**config.mk**
```make
export PLATFORM = sky130hd
export DESIGN_NAME = bus_cmd_decoder
export DESIGN_NICKNAME = d
export VERILOG_FILES = /design/src/rtl/bus_cmd_decoder.sv
export SDC_FILE = /design/constraint.sdc
export NUM_CORES = 1
export LEC_CHECK = 0
export BUFFER_PORTS_ARGS = -buffer_cell sky130_fd_sc_hd__buf_2
export CORE_AREA = 2 2 39 41
export CTS_BUF_LIST = sky130_fd_sc_hd__clkbuf_8
export CTS_CLUSTER_DIAMETER = 50
export DETAILED_ROUTE_END_ITERATION = 10
export DIE_AREA = 0 0 41 43
export PLACE_DENSITY_LB_ADDON = 0.15
export SETUP_SLACK_MARGIN = 0.3
export SYNTH_ARGS = -nofsm -noshare
export SYNTH_HDL_FRONTEND = slang
export SYNTH_SLANG_ARGS = --single-unit
```
**constraint.sdc**
```tcl
create_clock -name clk -period 2.9 [get_ports clk]
set_input_delay 0.29 -clock clk [delete_from_list [all_inputs] [get_ports clk]]
set_output_delay 0.29 -clock clk [all_outputs]
set_load 0.02 [all_outputs]
```
**src/rtl/bus_cmd_decoder.sv**
```systemverilog
module bus_cmd_decoder (
  input  logic       clk,
  input  logic       rst_n,
  input  logic [2:0] bus_stat,
  input  logic       ready,
  output logic       mem_rd_n,
  output logic       mem_wr_n,
  output logic       io_rd_n,
  output logic       io_wr_n,
  output logic       int_ack_n,
  output logic       halt_seen,
  output logic       cyc_busy
);

  localparam logic [2:0] C_INTA  = 3'b000;
  localparam logic [2:0] C_IORD  = 3'b001;
  localparam logic [2:0] C_IOWR  = 3'b010;
  localparam logic [2:0] C_HALT  = 3'b011;
  localparam logic [2:0] C_FETCH = 3'b100;
  localparam logic [2:0] C_MRD   = 3'b101;
  localparam logic [2:0] C_MWR   = 3'b110;
  localparam logic [2:0] C_IDLE  = 3'b111;

  typedef enum logic [1:0] {S_IDLE, S_ARM, S_RUN} st_t;

  st_t        st;
  logic [2:0] code_q;
  logic [4:0] cmd_n_q;   // {mrd, mwr, iord, iowr, inta}
  logic [4:0] cmd_sel;
  logic       halt_q;

  wire passive = (bus_stat == C_IDLE);

  always_comb begin
    cmd_sel = 5'b00000;
    case (code_q)
      C_INTA:          cmd_sel = 5'b00001;
      C_IOWR:          cmd_sel = 5'b00010;
      C_IORD:          cmd_sel = 5'b00100;
      C_MWR:           cmd_sel = 5'b01000;
      C_MRD, C_FETCH:  cmd_sel = 5'b10000;
      default:         cmd_sel = 5'b00000;
    endcase
  end

  always_ff @(posedge clk) begin
    if (!rst_n) begin
      st      <= S_IDLE;
      code_q  <= C_IDLE;
      cmd_n_q <= 5'b11111;
      halt_q  <= 1'b0;
    end else begin
      halt_q <= 1'b0;
      case (st)
        S_IDLE: if (!passive) begin
          st     <= S_ARM;
          code_q <= bus_stat;
        end
        S_ARM: begin
          st      <= S_RUN;
          cmd_n_q <= ~cmd_sel;
          halt_q  <= (code_q == C_HALT);
        end
        S_RUN: if (passive && ready) begin
          st      <= S_IDLE;
          cmd_n_q <= 5'b11111;
        end
        default: st <= S_IDLE;
      endcase
    end
  end

  assign {mem_rd_n, mem_wr_n, io_rd_n, io_wr_n, int_ack_n} = cmd_n_q;
  assign halt_seen = halt_q;
  assign cyc_busy  = (st != S_IDLE);


  one_strobe_chk: assert property (@(posedge clk) disable iff (!rst_n)
    $countones(~cmd_n_q) <= 1);


  halt_pulse_chk: assert property (@(posedge clk) disable iff (!rst_n)
    halt_seen |=> !halt_seen);


  halt_quiet_chk: assert property (@(posedge clk) disable iff (!rst_n)
    halt_seen |-> (cmd_n_q == 5'b11111));


  close_chk: assert property (@(posedge clk) disable iff (!rst_n)
    (cyc_busy && !halt_seen && passive && ready && $past(cyc_busy)) |=>
      (!cyc_busy && cmd_n_q == 5'b11111));


  hold_chk: assert property (@(posedge clk) disable iff (!rst_n)
    (cmd_n_q != 5'b11111 && !ready) |=> $stable(cmd_n_q));


  idle_chk: assert property (@(posedge clk) disable iff (!rst_n)
    (!cyc_busy && passive) |=> (!cyc_busy && cmd_n_q == 5'b11111 && !halt_seen));

endmodule

```
==> After elaboration in Yosys (flattened, before gate mapping) <==
Cells that the tools add are included.
Widths: inputs -> output; s select.
{ "op_classes": {"n_eq_ne": 11, "muxes": 6, "reduce_logical": 10, "bitwise_logic": 2} }
{ "op_table": {"columns": ["op", "count"], "rows": [
  ["$pmux 5 s5", 1],
  ["$eq 3x3->1 const B", 4],
  ["$pmux 5 s2", 1],
  ["$reduce_and 2->1", 4],
  ["$eq 3x2->1 const B", 2],
  ["$pmux 2 s3", 1],
  ["$mux 5", 1],
  ["$not 5->5", 1],
  ["$mux 2", 2],
  ["$ne 2x2->1 const B", 2],
  ["$reduce_bool 2->1", 2],
  ["$eq 3x1->1 const B", 1],
  ["$logic_not 3->1", 1],
  ["$eq 2x1->1 const B", 1],
  ["$eq 2x2->1 const B", 1],
  ["$logic_not 2->1", 1],
  ["$reduce_or 2->1", 1],
  ["$logic_and 1x1->1", 1],
  ["$not 1->1", 1]
]} }
{ "word_totals": {"register_bits": 11, "elab_cells": 33, "input_bits": 6} }

==> Depth between registers and ports, before layout <==
Gate-level depths: netlist (run 1).
{ "logic_depth": {"word_depth": 5, "mapped_depth": 4, "ltp_nobuf": 3} }

==> Worst setup path before layout (run 1) <==
No wires, ideal clock.
{ "synth_timing": {"path_type": "reg-to-reg", "from": "register st[1]", "to": "register cmd_n_q[1]", "synth_period_minus_slack_ps": 1202, "setup_ps": 122, "stages_incl_launch_ff": 4, "n_path_buf": 0, "path_slack_ps": 1698, "t_arrival_ps": 1080, "cell_sequence": "dfxtp_1 > nand2b_1 > or4_4 > o32a_1"} }
{ "synth_between": {"elab_chain_len": 3, "elab_cells_between_ends": 6, "cone_classes": "eq/ne: 3; mux: 1; reduce/logical: 2"} }
{ "synth_lines": {"columns": ["element", "line_no", "rtl"], "rows": [
  ["start, declared", "26", "st_t st;"],
  ["start signal, assigned", "48", "st <= S_IDLE;"],
  ["start signal, assigned", "56", "st <= S_ARM;"],
  ["start signal, assigned", "60", "st <= S_RUN;"],
  ["$eq 2x2->1 / $eq 2x1->1 (equally long branches)", "54", "case (st)"],
  ["$ne 2x2->1 (no source line) / $reduce_bool 2->1 (equally long branches)", null, null],
  ["$reduce_and 2->1 (no source line)", null, null],
  ["end signal, assigned", "61", "cmd_n_q <= ~cmd_sel;"],
  ["end, declared", "28", "logic [4:0] cmd_n_q;"]
]} }
Several ways; a longest one is shown, not always the timed one.
A chain may end at the register's enable or synchronous reset.

==> Final worst setup path (run 1) <==
{ "layout_timing": {"from": "register st[1]", "to": "output cyc_busy"} }
{ "layout_between": {"elab_chain_len": 1} }
{ "layout_lines": {"columns": ["element", "line_no", "rtl"], "rows": [
  ["$reduce_bool 2->1", "75", "assign cyc_busy = (st != S_IDLE);"],
  ["end, declared", "12", "output logic cyc_busy"]
]} }
No other way between the ends.

==> summary.txt, run 1 <==
Floorplan
  • Die area: between 0.0015 and 0.002 mm^2
  • Row cnt: 14
  • I/O pin total: 13
  • Die height: about 43 um
  • DIE WIDTH: between 40 and 50 um
  • Initial Util: 0.324
  • Core area: between 0.001 and 0.0015 mm^2

Place
  • I/O Buffers: 12
  • Dpl hpwl: between 600 and 700 um
  • Pre-CTS WS: 1.58 ns
  • GP Congestion: roughly 0.75
  • Post-Place Cells: 74

Worst setup path
  • Critical Path Source Type: flop
  • Reg2Reg Capture Point: cmd_n_q[1]$_SDFFE_PN1P_
  • Critical path depth in cells: 2
  • Worst setup EP type: output pin
  • Reg2Reg Setup Slack: 1.60 ns
  • Crit-path max FO: 8
  • Slowest-stage cell, CP: dfxtp_1
  • Crit Reg-Reg Startpoint: st[0]$_SDFFE_PN0P_
  • CP endpoint: cyc_busy
  • Crit path buf inv count: 1
  • Critical path origin: st[1]$_SDFFE_PN0P_
  • Max incr delay on CP: between 0.3 and 0.4 ns
  • Worst Reg2Reg Path Length in Cells: 3
  • Crit-path leading delay family: flip-flops
  • WP data arrival: ~1.2 ns
  • CP Class: flop to output pin
  • Critical-path cell list: or2_2 -> buf_2
  • Worst Path Required: roughly 2.6 ns

Global route
  • Largest net degree at the start of global routing: 9
  • First-pass GRT wire length: 1.59 mm
  • Number of global-route vias before repair: approximately 360
  • Grt ovf: 0
  • Initial antenna violation count: 0
  • Total GRT Usage: 0.138

Synth
  • Synth cell types: 22
  • Syn Inst Count: 47
  • Synthesized area: about 450 um^2
  • Syn_area_per_cell: around 9.5 um^2
  • Synthesized net count: between 50 and 60
  • Synthesis Warnings: 0
  • Seq/Total Area, Yosys: 0.492
  • Yosys reg bits: 11

Clock tree
  • Post-CTS sizing: 0
  • CTS tree: built
  • Worst-Skew Late Latency: approximately 0.23 ns
  • H-Tree Depth: 1
  • CTS max path bufs: 2
  • CTS sink cnt: 11
  • Root Driver: clkbuf_8
  • Hold_buf cts: 0
  • Clk slew on worst S/H paths: approximately 0.05 ns
  • Total CTS buffers: 3
  • Post-CTS setup buffer count: 0

STA
  • Tmin final: approximately 1.4 ns
  • Rel. slew slack: 0.743
  • Final WS setup: around 1.5 ns
  • Final Cycle Share: 0.496
  • Setup TNS: 0 ns
  • Final Hold Vio Count: 0
  • RSZ-0062 raised after global routing: false
  • Clock skew: about 0.0011 ns
  • Worst-Margin Slew: 0.384 ns
  • Hold Slack: approximately 0.29 ns
  • Count of pins over their slew limit: 0
  • Setup-failing EPs final: 0
  • Highest Clock Rate: ~0.7 GHz

Power
  • Switch Pwr: between 90 and 100 uW
  • Total leakage power: around 0.23 nW
  • Switching Share: 0.256
  • Combinational share of power: 0.139
  • Internal power: between 200 and 300 uW
  • Power Total: between 300 and 400 uW
  • Worst vdd ir: a little over 0.0003 V
  • Clk pwr share: 0.392
  • Sequential Power Share: 0.469
  • Pwr per Cell Area: 654 mW/mm^2

Drt
  • First-pass detailed-route iteration total: 4
  • Initial DRC count: 7
  • Final antenna-violating net count: 0
  • Vias: about 420
  • DR WL/cell: roughly 13 um
  • Routed WL: approximately 980 um
  • # DRC: 0
  • Vias per cell: 5.44

Cells and area
  • Area growth syn-to-layout: 27.1%
  • Fillers: between 100 and 150
  • Final #Nets: slightly below 70
  • Cell Count, Final, Fillers Out: slightly below 80
  • Antenna cells: 0
  • Share of cells above drive strength 1: 0.306

Hold path
  • Worst hold stages: 2
  • Class of the worst hold path: primary input to flop

Outcome
  • Status: completed

Job
  • Max Cap Viol: 0
cells in the final DEF (no fill, tap or decap):
| cell type | synthesis | layout |
|---|---|---|
| a211oi_1 | 3 | 3 |
| a21oi_1 | 1 | 1 |
| a2bb2oi_1 | 2 | 2 |
| a311oi_1 | 1 | 1 |
| buf_2 | 0 | 12 |
| clkbuf_8 | 0 | 3 |
| dfxtp_1 | 11 | 11 |
| inv_1 | 2 | 3 |
| inv_2 | 1 | 1 |
| nand2_1 | 3 | 3 |
| nand2b_1 | 3 | 3 |
| nand3_1 | 1 | 1 |
| nand4_1 | 2 | 2 |
| nand4bb_1 | 1 | 1 |
| nor2_1 | 1 | 1 |
| nor2b_1 | 1 | 1 |
| nor3_1 | 2 | 2 |
| o21ai_0 | 2 | 2 |
| o22ai_1 | 3 | 3 |
| o32a_1 | 2 | 2 |
| or2_2 | 2 | 2 |
| or4_1 | 1 | 1 |
| or4_4 | 1 | 1 |
per-layer routing:
| layer | vias up | share of wire | global-route usage | wire [um] |
|---|---|---|---|---|
| met5 | - | 0 | 0 | 0 |
| li1 | 209 | - | - | - |
| met3 | 2 | 0.075 | 0.0628 | 74 |
| met2 | 17 | 0.45 | 0.172 | 443 |
| met4 | 0 | 0.011 | 0.0800 | 11 |
| met1 | 196 | 0.46 | 0.187 | 454 |
logic make-up after synthesis:
kind of cell,synth area share
AND/OR/NAND/NOR,0.246
flip-flops,0.492
AO/OA/AOI/OAI,0.229
buffers and inverters,0.0335
synth_stat cells:
master,number,share of area
a311oi_1,1,0.020
nand4bb_1,1,0.025
o32a_1,2,0.045
nor2_1,1,0.0084
inv_1,2,0.017
o22ai_1,3,0.042
a21oi_1,1,0.011
clkbuf_1,1,0.0084
or4_4,1,0.025
o21ai_0,2,0.022
or2_2,2,0.028
a2bb2oi_1,2,0.039
nand4_1,2,0.028
a211oi_1,3,0.050
nor2b_1,1,0.014
inv_2,1,0.0084
nor3_1,2,0.022
or4_1,1,0.017
nand2_1,3,0.025
nand2b_1,3,0.042
dfxtp_1,11,0.49
nand3_1,1,0.011
worst register-to-register path, cell delays in order, from the launching register on:
cell,delay (ns)
dfxtp_1,0.45
nand2b_1,0.13
or4_4,0.43
o32a_1,0.18
cell type report:
type                    instances  area, um^2  share of cell area
clock inverters                 1        3.75             0.00659
clock buffers                   3        41.3              0.0725
repair buffers                 12        60.1               0.105
flip-flops and latches         11         220               0.387
well taps                      16        20.0              0.0352
inverters                       3        11.3              0.0198
multi-input cells              32         213               0.374
flip-flops by register name, summed over array words and instances (netlist names):
register   flops
cmd_n_q        5
code_q         3
st             2
halt_seen      1
power groups by stage:
stage	Sequential (mW)	Combinational, mW	Clock, mW
after floorplan	0.175	0.0357	0
after CTS	0.174	0.0523	0.153
after detailed placement	0.176	0.0523	0
after global placement	0.177	0.0530	0
after global routing	0.176	0.0580	0.164
final	0.175	0.0519	0.146
stage by stage:
step / util / cell area (um^2)
after global placement: 0.379 / 524
after CTS: 0.411 / 569
after detailed placement: 0.379 / 524
after floorplan: - / 448
final: 0.411 / 569
after global routing: 0.411 / 569
how the worst min path moves through the flow:
stage | start | endpoint | slack, ns
after CTS | rst_n | code_q[0]$_SDFFE_PN1P_ | 0.28
after floorplan | rst_n | code_q[0]$_SDFFE_PN1P_ | 0.35
after detailed placement | cmd_n_q[1]$_SDFFE_PN1P_ | cmd_n_q[1]$_SDFFE_PN1P_ | 0.49
final | rst_n | code_q[0]$_SDFFE_PN1P_ | 0.29
after global routing | rst_n | code_q[1]$_SDFFE_PN1P_ | 0.29
after global placement | cmd_n_q[1]$_SDFFE_PN1P_ | cmd_n_q[1]$_SDFFE_PN1P_ | 0.48
(Power assumes the default switching activity.)
==> run 2: changes to the inputs <==
clock period = 1.5 ns   (was 2.9 ns; I/O delays follow)
==> run 2 against run 1 <==
Compared with the run above: sequential power up 91%; largest cell class unchanged; count of clock-buffer cells in the layout stayed put; clock skew grew 0.0043 ns; register-to-register slack worse by 1.3 ns; non-clock buffer count grew 4; global-route usage decreased by 0.59 points.
==> summary.txt, run 2 (synthesized netlist as in run 1, its figures left out) <==
Drt
  • DR WL/cell: 12.4 um (-1.4%)
  • # DRC: 0 (unchanged)
  • First-pass detailed-route iteration total: 4 (unchanged)
  • Routed WL: 1.02 mm (+3.7%)
  • Vias per cell: 5.44 (about the same)
  • Final antenna-violating net count: 0 (unchanged)
  • Initial DRC count: 9 (+2)
  • Vias: 446 (+5.2%)

Floorplan
  • Initial Util: 0.324 (unchanged)
  • DIE WIDTH: 41 um (unchanged)
  • Die area: 0.00176 mm^2 (unchanged)
  • I/O pin total: 13 (unchanged)
  • Core area: 0.00138 mm^2 (unchanged)
  • Die height: 43 um (unchanged)
  • Row cnt: 14 (unchanged)

Worst setup path
  • CP Class: flop to flop
  • WP data arrival: 1.31 ns (+0.16 ns)
  • Slowest-stage cell, CP: dfxtp_2
  • Worst setup EP type: flop
  • Max incr delay on CP: 0.42 ns (+0.05 ns)
  • Critical Path Source Type: flop
  • Critical-path cell list: nand2b_4 -> or4_1 -> o32a_1
  • Crit-path max FO: 8 (unchanged)
  • Worst Path Required: 1.62 ns (-0.99 ns)

Power
  • Internal power: 560 uW (+100%)
  • Switch Pwr: 191 uW (+100%)
  • Clk pwr share: 0.377 (-0.015)
  • Switching Share: 0.255 (-0.00144)
  • Combinational share of power: 0.177 (+0.038)
  • Worst vdd ir: 0.000420 V (+37%)
  • Total leakage power: 0.253 nW (+10%)
  • Sequential Power Share: 0.445 (-0.024)
  • Pwr per Cell Area: 1220 mW/mm^2 (+86%)

STA
  • Highest Clock Rate: approximately 0.84 GHz
  • Rel. slew slack: 0.845 (+0.101)
  • Clock skew: 0.00543 ns (+0.00431 ns)
  • Final Cycle Share: 0.793
  • Final Hold Vio Count: 0 (unchanged)
  • Setup-failing EPs final: 0 (unchanged)
  • RSZ-0062 raised after global routing: true
  • Setup TNS: 0 ns (unchanged)
  • Tmin final: roughly 1.2 ns
  • Count of pins over their slew limit: 0 (unchanged)
  • Worst-Margin Slew: 0.230 ns (-0.154 ns)

Global route
  • First-pass GRT wire length: 1.53 mm (-3.9%)
  • Largest net degree at the start of global routing: 9 (unchanged)
  • Total GRT Usage: 0.132 (-0.00590)
  • Number of global-route vias before repair: 377 (+5.9%)
  • Initial antenna violation count: 0 (unchanged)
  • Grt ovf: 0 (unchanged)

Outcome
  • Status: completed

Cells and area
  • Most common cell after layout, fill and taps aside: buf_2
  • Largest registers: cmd_n_q (5), code_q (3), st (2)
  • Antenna cells: 0 (unchanged)
  • Max FFs per register: 5 (unchanged)
  • Final #Nets: 73 (+5.8%)
  • Most frequent cells in the layout: buf_2, dfxtp_1, buf_4
  • Area growth syn-to-layout: 38.0%
  • Biggest register: cmd_n_q
  • Fillers: 139 (-6.1%)
  • Share of cells above drive strength 1: 0.424 (+0.118)
  • Cell Count, Final, Fillers Out: 82 (+5.1%)

Clock tree
  • Hold_buf cts: 0 (unchanged)
  • H-Tree Depth: 1 (unchanged)
  • CTS sink cnt: 11 (unchanged)
  • CTS tree: built
  • Root Driver: clkbuf_8
  • Total CTS buffers: 3 (unchanged)
  • Worst-Skew Late Latency: 0.24 ns (about the same)
  • Clk slew on worst S/H paths: 0.05 ns (about the same)
  • CTS max path bufs: 2 (unchanged)

Place
  • I/O Buffers: 12 (unchanged)
  • Dpl hpwl: 709 um (+1.8%)
  • Post-Place Cells: 75 (+1.4%)
  • GP Congestion: 0.690 (-7.7%)

Job
  • Max Cap Viol: 0 (unchanged)

Hold path
  • Class of the worst hold path: primary input to flop
[run 2: path summary, 6_finish.rpt]
kind,depth (start not counted),slack (ns),startpoint,endpoint
min,2,0.15,rst_n,code_q[2]$_SDFFE_PN1P_
min reg2reg,2,0.48,code_q[1]$_SDFFE_PN1P_,halt_seen$_SDFF_PN0_
max reg2reg,3,0.31,st[0]$_SDFFE_PN0P_,cmd_n_q[0]$_SDFFE_PN1P_
max,3,0.31,st[0]$_SDFFE_PN0P_,cmd_n_q[0]$_SDFFE_PN1P_
[run 2: power groups by stage]
stage	Sequential [mW]	Clock (mW)	Combinational, mW
floorplan	0.340	0	0.0727
global placement	0.342	0	0.112
detailed placement	0.341	0	0.109
CTS	0.333	0.295	0.132
global route	0.336	0.308	0.146
finish	0.334	0.283	0.133
[run 2: per-layer routing]
metal / global-route usage / routed length [um]
met1: 0.149 / 447
met2: 0.200 / 500
met3: 0.0314 / 62
met4: 0.100 / 9
met5: 0 / 0
[run 2: metrics by stage]
step	setup WS (ns)	area [um^2]	power, mW	util	hold slack [ns]
global route	0.292	618	0.790	0.447	0.154
global placement	0.219	539	0.455	0.390	0.389
detailed placement	0.238	539	0.451	0.390	0.386
finish	0.310	618	0.751	0.447	0.147
CTS	0.307	616	0.760	0.445	0.140
floorplan	0.300	455	0.413	-	0.212
[run 2: what timing repair did]
item | CTS | global route
setup endpoints to repair | 5 | 4
pin swaps | 0 | 1
endpoints found under the hold margin | 0 | 0
gates resized for setup | 5 | 1
cloned | 0 | 0
setup buffers | 3 | 0
[run 2: cell type report]
type / instances / area (um^2) / area share
well taps: 16 / 20.0 / 0.0324
repair buffers: 16 / 90.1 / 0.146
multi-input cells: 32 / 225 / 0.364
inverters: 3 / 11.3 / 0.0182
clock buffers: 3 / 41.3 / 0.0668
clock inverters: 1 / 3.75 / 0.00607
flip-flops and latches: 11 / 226 / 0.366
[run 2: critical path: cells and delay by family (launching register included)]
family / cells / cell delay, ns
AOI/OAI and AO/OA: 1 / 0.19
and+or+nand+nor: 2 / 0.47
DFF: 1 / 0.42
